$ cat config.mk
export PLATFORM = sky130hd
export DESIGN_NAME = uart_apb_regs
export DESIGN_NICKNAME = d
export VERILOG_FILES = /design/src/rtl/uart_regs_pkg.sv /design/src/rtl/uart_bus_ctrl.sv /design/src/rtl/uart_rx_fifo.sv /design/src/rtl/uart_datapath.sv /design/src/rtl/uart_apb_regs.sv
export SDC_FILE = /design/constraint.sdc
export NUM_CORES = 1
export LEC_CHECK = 0
export BUFFER_PORTS_ARGS = -buffer_cell sky130_fd_sc_hd__buf_2
export CAP_MARGIN = 30
export CORE_MARGIN = 2
export CORE_UTILIZATION = 55
export DETAILED_ROUTE_END_ITERATION = 7
export PLACE_DENSITY_LB_ADDON = 0.2
export SLEW_MARGIN = 30
export SYNTH_ARGS = -nofsm -noshare
export SYNTH_HDL_FRONTEND = slang
export SYNTH_SLANG_ARGS = --single-unit
$ cat constraint.sdc
create_clock -name clk -period 3.9 [get_ports clk]
set_input_delay 0.39 -clock clk [delete_from_list [all_inputs] [get_ports clk]]
set_output_delay 0.39 -clock clk [all_outputs]
set_load 0.05 [all_outputs]
$ cat src/rtl/uart_regs_pkg.sv
`timescale 1ns/1ps
package uart_regs_pkg;

  // decoded offsets (low eight address bits)
  localparam logic [7:0] OFF_DATA    = 8'h00;
  localparam logic [7:0] OFF_DATA_B3 = 8'h03;
  localparam logic [7:0] OFF_STATUS  = 8'h04;
  localparam logic [7:0] OFF_CTRL    = 8'h08;

  // control bit positions
  localparam int CTRL_RX_EN = 0;
  localparam int CTRL_TX_EN = 1;
  localparam int CTRL_RX_IE = 2;
  localparam int CTRL_TX_IE = 3;

  // status bit positions
  localparam int ST_DREADY      = 0;
  localparam int ST_TSHIFT_IDLE = 1;
  localparam int ST_THOLD_IDLE  = 2;
  localparam int ST_RHALF       = 8;
  localparam int ST_THOLD_FULL  = 9;
  localparam int ST_RFULL       = 10;

  typedef enum logic [1:0] {
    SEL_NONE,
    SEL_DATA,
    SEL_STATUS,
    SEL_CTRL
  } regSel_e;

  typedef struct packed {
    logic    dataRd;
    logic    dataWr;
    logic    ctrlWr;
    regSel_e rdSel;
  } busStrobe_t;

endpackage

$ cat src/rtl/uart_bus_ctrl.sv
`timescale 1ns/1ps
module uart_bus_ctrl
  import uart_regs_pkg::*;
#(
  parameter int ADDR_W = 12
) (
  input  logic              psel,
  input  logic              penable,
  input  logic              pwrite,
  input  logic [ADDR_W-1:0] paddr,
  output busStrobe_t        strobe
);

  logic [7:0] offset;
  logic       access;
  logic       hitData;
  logic       hitStatus;
  logic       hitCtrl;

  assign offset = paddr[7:0];
  assign access = psel && penable;

  // the upper address bits take no part in decode
  generate
    if (ADDR_W > 8) begin : g_high
      logic unusedHigh;
      assign unusedHigh = ^paddr[ADDR_W-1:8];
    end
  endgenerate

  assign hitData   = (offset == OFF_DATA) || (offset == OFF_DATA_B3);
  assign hitStatus = (offset == OFF_STATUS);
  assign hitCtrl   = (offset == OFF_CTRL);

  always_comb begin
    strobe.dataRd = access && !pwrite && hitData;
    strobe.dataWr = access &&  pwrite && hitData;
    strobe.ctrlWr = access &&  pwrite && hitCtrl;
    if (hitData)        strobe.rdSel = SEL_DATA;
    else if (hitStatus) strobe.rdSel = SEL_STATUS;
    else if (hitCtrl)   strobe.rdSel = SEL_CTRL;
    else                strobe.rdSel = SEL_NONE;
  end

endmodule

$ cat src/rtl/uart_rx_fifo.sv
`timescale 1ns/1ps
module uart_rx_fifo #(
  parameter int DEPTH = 16,
  parameter int WIDTH = 8,
  localparam int PTR_W = (DEPTH > 1) ? $clog2(DEPTH) : 1,
  localparam int CNT_W = $clog2(DEPTH + 1)
) (
  input  logic             clk,
  input  logic             rstN,
  input  logic             push,
  input  logic [WIDTH-1:0] pushData,
  input  logic             pop,
  output logic [WIDTH-1:0] headData,
  output logic [CNT_W-1:0] count,
  output logic             empty,
  output logic             full
);

  localparam logic [PTR_W-1:0] LAST = PTR_W'(DEPTH - 1);

  logic [WIDTH-1:0] mem [DEPTH];
  logic [PTR_W-1:0] wrPtr;
  logic [PTR_W-1:0] rdPtr;

  assign empty    = (count == '0);
  assign full     = (count == CNT_W'(DEPTH));
  assign headData = mem[rdPtr];

  always_ff @(posedge clk) begin
    if (push) mem[wrPtr] <= pushData;
  end

  always_ff @(posedge clk) begin
    if (!rstN) begin
      wrPtr <= '0;
      rdPtr <= '0;
      count <= '0;
    end else begin
      if (push) wrPtr <= (wrPtr == LAST) ? '0 : wrPtr + 1'b1;
      if (pop)  rdPtr <= (rdPtr == LAST) ? '0 : rdPtr + 1'b1;
      if (push && !pop)      count <= count + 1'b1;
      else if (pop && !push) count <= count - 1'b1;
    end
  end


  no_overflow_chk: assert property (@(posedge clk) disable iff (!rstN)
    push |-> !full);


  no_underflow_chk: assert property (@(posedge clk) disable iff (!rstN)
    pop |-> !empty);


  count_up_chk: assert property (@(posedge clk) disable iff (!rstN)
    (push && !pop) |=> (count == $past(count) + 1'b1));

endmodule

$ cat src/rtl/uart_datapath.sv
`timescale 1ns/1ps
module uart_datapath
  import uart_regs_pkg::*;
#(
  parameter int RX_DEPTH = 16,
  localparam int CNT_W = $clog2(RX_DEPTH + 1),
  localparam int HALF  = RX_DEPTH / 2
) (
  input  logic        clk,
  input  logic        rstN,
  input  busStrobe_t  strobe,
  input  logic [31:0] pwdata,
  output logic [31:0] prdata,
  input  logic [7:0]  rxData,
  input  logic        rxValid,
  output logic        rxReady,
  output logic [7:0]  txData,
  output logic        txValid,
  input  logic        txReady,
  output logic        irq
);

  logic [31:0]      ctrlReg;
  logic [31:0]      statusWord;
  logic             txPending;
  logic [7:0]       txHold;
  logic             irqQ;
  logic             rxAccept;
  logic             rxPop;
  logic             txLoad;
  logic [7:0]       rxHead;
  logic [CNT_W-1:0] rxCount;
  logic             rxEmpty;
  logic             rxFull;

  uart_rx_fifo #(.DEPTH(RX_DEPTH), .WIDTH(8)) u_rxq (
    .clk      (clk),
    .rstN     (rstN),
    .push     (rxAccept),
    .pushData (rxData),
    .pop      (rxPop),
    .headData (rxHead),
    .count    (rxCount),
    .empty    (rxEmpty),
    .full     (rxFull)
  );

  assign rxReady  = ctrlReg[CTRL_RX_EN] && !rxFull;
  assign rxAccept = rxValid && rxReady;
  assign rxPop    = strobe.dataRd && !rxEmpty;
  assign txLoad   = strobe.dataWr && ctrlReg[CTRL_TX_EN] && (!txPending || txReady);

  always_ff @(posedge clk) begin
    if (!rstN) begin
      ctrlReg   <= '0;
      txPending <= 1'b0;
      txHold    <= '0;
      irqQ      <= 1'b0;
    end else begin
      if (strobe.ctrlWr) ctrlReg <= pwdata;
      if (txLoad) begin
        txPending <= 1'b1;
        txHold    <= pwdata[7:0];
      end else if (txReady) begin
        txPending <= 1'b0;
      end
      irqQ <= (rxAccept && ctrlReg[CTRL_RX_IE]) || (txLoad && ctrlReg[CTRL_TX_IE]);
    end
  end

  always_comb begin
    statusWord                 = '0;
    statusWord[ST_DREADY]      = !rxEmpty;
    statusWord[ST_TSHIFT_IDLE] = !txPending;
    statusWord[ST_THOLD_IDLE]  = !txPending;
    statusWord[ST_THOLD_FULL]  = txPending;
    statusWord[ST_RHALF]       = (rxCount >= CNT_W'(HALF));
    statusWord[ST_RFULL]       = rxFull;
  end

  always_comb begin
    unique case (strobe.rdSel)
      SEL_DATA:   prdata = rxEmpty ? 32'd0 : {24'd0, rxHead};
      SEL_STATUS: prdata = statusWord;
      SEL_CTRL:   prdata = ctrlReg;
      default:    prdata = 32'd0;
    endcase
  end

  assign txValid = txPending;
  assign txData  = txHold;
  assign irq     = irqQ;


  tx_hold_chk: assert property (@(posedge clk) disable iff (!rstN)
    (txValid && !txReady) |=> (txValid && $stable(txData)));


  rx_flag_chk: assert property (@(posedge clk) disable iff (!rstN)
    (rxValid && rxReady) |=> !rxEmpty);


  irq_cause_chk: assert property (@(posedge clk) disable iff (!rstN)
    irq |-> ($past(rxValid && rxReady) || $past(strobe.dataWr)));


  status_bits_chk: assert property (@(posedge clk) disable iff (!rstN)
    (strobe.rdSel == SEL_STATUS) |-> (prdata[7:3] == 5'd0));

endmodule

$ cat src/rtl/uart_apb_regs.sv
`timescale 1ns/1ps
module uart_apb_regs
  import uart_regs_pkg::*;
#(
  parameter int ADDR_W   = 12,
  parameter int RX_DEPTH = 16
) (
  input  logic              clk,
  input  logic              rstN,
  input  logic              psel,
  input  logic              penable,
  input  logic              pwrite,
  input  logic [ADDR_W-1:0] paddr,
  input  logic [31:0]       pwdata,
  output logic [31:0]       prdata,
  output logic              pready,
  output logic              pslverr,
  input  logic [7:0]        rxData,
  input  logic              rxValid,
  output logic              rxReady,
  output logic [7:0]        txData,
  output logic              txValid,
  input  logic              txReady,
  output logic              irq
);

  busStrobe_t strobe;

  assign pready  = 1'b1;
  assign pslverr = 1'b0;

  uart_bus_ctrl #(.ADDR_W(ADDR_W)) u_ctrl (
    .psel    (psel),
    .penable (penable),
    .pwrite  (pwrite),
    .paddr   (paddr),
    .strobe  (strobe)
  );

  uart_datapath #(.RX_DEPTH(RX_DEPTH)) u_dp (
    .clk     (clk),
    .rstN    (rstN),
    .strobe  (strobe),
    .pwdata  (pwdata),
    .prdata  (prdata),
    .rxData  (rxData),
    .rxValid (rxValid),
    .rxReady (rxReady),
    .txData  (txData),
    .txValid (txValid),
    .txReady (txReady),
    .irq     (irq)
  );

endmodule

==> results.yml, run 1 <==
power:
  internal-power_mw: 2.97
  leakage_nw: 3.10
  combPwrFrac_pct: 2.1
  p_total_mw: 3.80
  pwr-share-seq_pct: 55.6
  ir_worst_vdd_mv: 0.348
  switching_share_pct: 21.7
  power.share.clock_pct: 42.3
  power.density_nw_per_um2: 427
  p_switching_mw: 0.826
worst_setup_path:
  cp_slowest_cell: "dfxtp_2"
  critPathBufInv: 2
  worstSetupEndpoint: "prdata[6]"
  critPathKind: "flop to output pin"
  worstPathRequired_ns: 3.51
  worstPathCellList: "buf_4 > mux4_2 > mux2i_1 > o221ai_1 > buf_2"
  r2r_slack_ns: 0.93
  critPathTopFamily: "multiplexers"
  reg2regPathDepth: 9
  critPathArrivalTime_ns: 2.78
  end_kind: "output pin"
  worstSetupPathDepth: 5
  r2r-start: "u_dp.u_rxq.count[0]$_SDFFE_PN0P_"
  cpPeakStageDelay_ns: 0.66
  regToRegEndpoint: "u_dp.u_rxq.count[4]$_SDFFE_PN0P_"
  startpoint_type: "flop"
  crit_path_max_fanout: 16
clock_network:
  clkSinkCount: 187
  cts_buffer_depth: 2
  clock_latency_ns: 0.44
  cts_resized: 0
  clk_pin_slew_ns: 0.07
  holdBufCountCts: 0
  h-tree-depth: 4
  numCtsBuffers: 17
  clockRootBuffer: "clkbuf_16"
  cts_setup_buffers: 0
  tritoncts: "built"
logic_synthesis:
  async_reset_ff_share_pct: 0
  synth_fp_nets: 627
  yosysUniqueCellTypes: 52
  yosysSeqAreaShare_pct: 65.3
  yosysWarnings: 0
  yosys-top-cells-count: "edfxtp_1 (128), nand2_1 (97), dfxtp_1 (59)"
  ys_ff_latch: 187
  yosysTopAreaCell: "edfxtp_1"
  yosysMostFrequentCell: "edfxtp_1"
  synth.area.top_cells: "edfxtp_1 (50%), dfxtp_1 (15%), mux4_2 (9.4%)"
  synth_top_area_share_pct: 50.0
  synthCells: 558
  synth-main-ff-cell: "edfxtp_1"
  syn_avg_cell_area_um2: 13.8
  syn-cell-area_um2: 7690
  synth-edff-count: 128
sta:
  tightestPinTransition_ns: 0.961
  fin_crit_ns: 3.17
  fmax_mhz: 315
  final_max_slew_viol_count: 0
  tns_ns: 0
  rsz0062_at_grt: "false"
  fin_crit_sh_pct: 81.3
  finalSetupViolCount: 0
  final-hold-violation-count: 0
  skew_ns: 0.0122
  slew-limit-headroom_pct: 35.7
status:
  status: "finished, final reports clean"
route:
  avgRoutedWirePerCell_um: 18.5
  wl_um: 15600
  via_per_inst: 5.64
  ant_nets: 0
  drt_iter0_drc: 289
  num_vias: 4767
  first_pass_iters: 5
  drcViolationCount: 0
place:
  place.gp.congestion: 0.833
  portBuffers: 97
  dp_hpwl_um: 10500
floorplanning:
  die_w_um: 122
  row_count: 43
  ioPinCount: 104
  die_area_um2: 14900
  die_h_um: 122
  start_util_pct: 55.9
  core-area_um2: 13800
flow_run:
  drv_cap: 0
layout:
  layout-drive-gt1-share_pct: 27.4
  multi_input_area_um2: 2510
  syn_to_final_growth_pct: 15.7
  fillers: 1040
  seqCellArea_um2: 5030
  diodes: 0
  nNetsFinal: 721
global_route:
  grt_pass1_vias: 4508
  grtUsageTotal_pct: 21.9
  grt_first_pass_wirelength_um: 23800
  grt_max_degree: 33
  grt_overflow: 0
  antenna_found_initial: 0
min_path:
  whs_path_depth: 3
  hp-class: "input pin to flop"
[cell usage in the layout, fill, tap and decap left out, types with 6 or more instances in the layout]
master       n
and2_1      21
buf_4       11
dfxtp_1     58
clkbuf_16   17
mux4_2      32
ha_1         9
mux2i_1     27
nor2_1      25
edfxtp_1   128
buf_2       97
nand2_1     97
a21oi_1     42
o221ai_1     6
[logic make-up (layout without fill, tap and decap cells)]
group,count (synthesis),in the layout,synth area share (%)
AO/OA/AOI/OAI,72,72,5.68
flip-flops,187,187,65.3
AND/OR/NAND/NOR,183,183,11.3
buffers and inverters,38,145,2.11
other,2,2,0.0976
adder cells (fa/ha/maj),10,10,1.72
XOR/XNOR,5,5,0.569
multiplexers,61,61,13.2
[registers in the layout, summed over array words and instances, names as in the netlist, named ones only]
name              flops
u_dp.ctrlReg         32
u_dp.irq              1
u_dp.txData           8
u_dp.txValid          1
u_dp.u_rxq.count      5
u_dp.u_rxq.mem      128
u_dp.u_rxq.rdPtr      4
u_dp.u_rxq.wrPtr      4
[worst min-delay path by stage]
stage | from | to | slack, ns
2_1_floorplan | u_dp.ctrlReg[11]$_SDFFE_PN0P_ | u_dp.ctrlReg[11]$_SDFFE_PN0P_ | 0.43
3_3_place_gp | u_dp.ctrlReg[17]$_SDFFE_PN0P_ | u_dp.ctrlReg[17]$_SDFFE_PN0P_ | 0.44
3_5_place_dp | u_dp.ctrlReg[31]$_SDFFE_PN0P_ | u_dp.ctrlReg[31]$_SDFFE_PN0P_ | 0.44
4_1_cts | pwdata[18] | u_dp.ctrlReg[18]$_SDFFE_PN0P_ | 0.17
5_1_grt | pwdata[19] | u_dp.ctrlReg[19]$_SDFFE_PN0P_ | 0.19
6_report | pwdata[18] | u_dp.ctrlReg[18]$_SDFFE_PN0P_ | 0.19
[tightest hold or removal path, cell delays in order]
cell	delay (ns)
buf_2	0.09
nand2_1	0.04
a21oi_1	0.05
[per-layer routing]
layer | GRT usage, % | routed length (um) | part of all wire (%) | vias up
met3 | 5.07 | 1080 | 6.9 | 26
met5 | 0 | 0 | 0 | -
met4 | 9.12 | 367 | 2.4 | 0
li1 | - | - | - | 2259
met2 | 35.5 | 7580 | 49 | 173
met1 | 28.8 | 6590 | 42 | 2309
[power groups by stage]
stage                     combinational, mW  clock [mW]  sequential [mW]
final                                0.0782        1.61             2.11
after global routing                 0.0866        1.71             2.11
after CTS                            0.0784        1.64             2.11
after floorplan                      0.0263           0             2.16
after global placement               0.0745           0             2.16
after detailed placement             0.0780           0             2.16
[stage by stage]
stage	utilization [%]	setup slack [ns]	instance area (um^2)	instances	hold WS, ns
after floorplan	-	1.08	7690	558	0.432
after global placement	60.6	0.878	8340	813	0.437
after detailed placement	60.6	0.802	8340	813	0.443
after CTS	64.6	0.663	8900	845	0.172
after global routing	64.6	0.555	8900	845	0.191
final	64.6	0.730	8900	845	0.186
[layout make-up]
type                            count  share of cell area [%]
Sequential cell                   187                    56.5
Multi-Input combinational cell    333                    28.2
Timing Repair Buffer              108                    6.38
Clock buffer                       17                    4.78
Tap cell                          180                    2.53
Clock inverter                     15                    1.49
Inverter                            5                   0.211
Power figures use the tool's default switching activity.
==> run 2, diff against run 1 <==
ABC_AREA = 1   (was unset)
clock period = 3.05 ns   (was 3.9 ns; I/O delays follow)
==> run 2 against run 1 <==
- synthesized area increased by 9.7%
- critical path type unchanged
- global-route usage increased by 1.4 points
- die area increased by 9.4%
- worst setup slack got worse by 0.44 ns
==> results.yml, run 2 <==
clock_network:
  cts_buffer_depth: 2
  cts_resized: 0
  clockRootBuffer: "clkbuf_16"
  holdBufCountCts: 0
  cts_setup_buffers: 0
  clock_latency_ns: 0.43
  tritoncts: "built"
  clk_pin_slew_ns: 0.07
  clkSinkCount: 187
  numCtsBuffers: 17
  h-tree-depth: 4
sta:
  final_max_slew_viol_count: 0
  rsz0062_at_grt: "false"
  fin_crit_sh_pct: 90.5
  skew_ns: 0.00616
  fin_crit_ns: 2.76
  tns_ns: 0
  final-hold-violation-count: 0
  fmax_mhz: 362
  tightestPinTransition_ns: 0.777
  slew-limit-headroom_pct: 48.1
  finalSetupViolCount: 0
global_route:
  use_met1_pct: 30.8
  grt_max_degree: 65
  grt_first_pass_wirelength_um: 29100
  grtUsageMet3_pct: 4.80
  grt_pass1_vias: 5826
  globalRouteMet2Util_pct: 38.3
  grtUsageTotal_pct: 23.3
  antenna_found_initial: 0
  busiest_layer: "met2"
  grt_overflow: 0
layout:
  fin_area_um2: 9650
  nNetsFinal: 1123
  syn_to_final_growth_pct: 14.4
  largest_register_ff_count: 128
  final_cell_mix: "nand2_1 (287), inv_1 (152), edfxtp_1 (128), nand3_1 (104), buf_2 (97)"
  final_cells: 1255
  largest-register: "u_dp.u_rxq.mem"
  fin_util_pct: 64.0
  diodes: 0
  layout-drive-gt1-share_pct: 15.3
  seqCellArea_um2: 5030
  final_common_cell: "nand2_1"
  fillers: 1273
  multi_input_area_um2: 2580
status:
  status: "finished, final reports clean"
place:
  place.gp.congestion: 0.816
  portBuffers: 97
  dp_cells: 1223
  dp_hpwl_um: 11800
  place_area_um2: 9070
worst_setup_path:
  startpoint_type: "flop"
  worstPathRequired_ns: 2.74
  end_kind: "output pin"
  crit_path_max_fanout: 64
  critPathKind: "flop to output pin"
  critPathArrivalTime_ns: 2.46
logic_synthesis:
  synth_top_area_share_pct: 45.6
  syn_avg_cell_area_um2: 8.78
  yosysSeqAreaShare_pct: 59.5
  ys_ff_latch: 187
  async_reset_ff_share_pct: 0
  yosysUniqueCellTypes: 31
  synth.area.top_cells: "edfxtp_1 (46%), dfxtp_1 (14%), nand2_1 (13%)"
  yosysTopAreaCell: "edfxtp_1"
  synth-edff-count: 128
  yosysWarnings: 0
  synthCells: 961
  synth-main-ff-cell: "edfxtp_1"
  syn-cell-area_um2: 8440
  yosys-top-cells-count: "nand2_1 (287), inv_1 (152), edfxtp_1 (128)"
  yosysMostFrequentCell: "nand2_1"
  synth_fp_nets: 1030
floorplanning:
  core-area_um2: 15100
  ioPinCount: 104
  row_count: 45
  die_area_um2: 16300
  die_w_um: 128
  start_util_pct: 55.9
  die_h_um: 128
route:
  num_vias: 6290
  drt_iter0_drc: 489
  wl_um: 18300
  via_per_inst: 5.01
  drcViolationCount: 0
  ant_nets: 0
  first_pass_iters: 4
  avgRoutedWirePerCell_um: 14.6
power:
  leakage_nw: 4.33
  power.density_nw_per_um2: 512
  ir_worst_vdd_mv: 0.369
  p_total_mw: 4.94
min_path:
  hp-class: "input pin to flop"
flow_run:
  drv_cap: 0
-- run 2: cell count changes after synthesis, sizes merged, moves of 21 or more --
cell | before | now
and2 | 21 | 0
nor2 | 25 | 73
nand3 | 4 | 106
o21ai | 5 | 33
nand2 | 97 | 294
mux2i | 27 | 0
inv | 4 | 156
mux4 | 32 | 0
-- run 2: through the flow --
stage	worst slack, ns	hold slack [ns]
after floorplan	0.929	0.404
after global placement	0.712	0.438
after detailed placement	0.703	0.445
after CTS	0.315	0.114
after global routing	0.129	0.124
final	0.288	0.128
-- run 2: kinds of logic (layout without fill, tap and decap cells) --
kind of cell	count (synthesis)	in the layout	share of synthesized area, %
buffers and inverters	199	305	9.85
DFF	187	187	59.5
other	2	2	0.0890
xor gates and xnor gates	5	5	0.519
and+or+nand+nor	478	478	23.6
adders and majority gates	10	10	1.57
AOI/OAI and AO/OA	80	80	4.83
-- run 2: worst paths after layout --
path	slack, ns	end	from	cells past startpoint
max	0.29	prdata[2]	flop	10
max reg2reg	0.64	u_dp.u_rxq.count[4]$_SDFFE_PN0P_	u_dp.u_rxq.count[0]$_SDFFE_PN0P_	12
min	0.13	u_dp.txData[5]$_SDFFE_PN0P_	pwdata[5]	3
min reg2reg	0.45	u_dp.ctrlReg[11]$_SDFFE_PN0P_	u_dp.ctrlReg[11]$_SDFFE_PN0P_	2
-- run 2: layout make-up --
type                    instances  area share (%)
well taps                     188            2.44
flip-flops and latches        187            52.1
repair buffers                116            6.64
inverters                     157            6.11
multi-input cells             575            26.8
clock inverters                 8           0.544
clock buffers                  24            5.44
-- run 2: worst max-delay path: stages, from the launching register on --
cell     delay [ns]
dfxtp_2        0.33
buf_4          0.54
nand2_1        0.11
nand2_1        0.10
nand2_1        0.05
nand2_1        0.07
nand2_1        0.06
nand3_1        0.19
nand3_1        0.14
nand2_1        0.11
buf_2          0.26
-- run 2: metal layers --
layer | vias to the layer above | routed length [um]
met5 | - | 0
met3 | 30 | 1040
met1 | 2863 | 7990
met2 | 172 | 8880
li1 | 3225 | -
met4 | 0 | 377
-- run 2: power breakdown --
part / switching, mW / internal, mW / total [mW] / leakage [nW]
clock: 0.923 / 1.21 / 2.14 / 0.290
combinational: 0.0709 / 0.0321 / 0.103 / 2.41
sequential: 0.000110 / 2.70 / 2.70 / 1.63
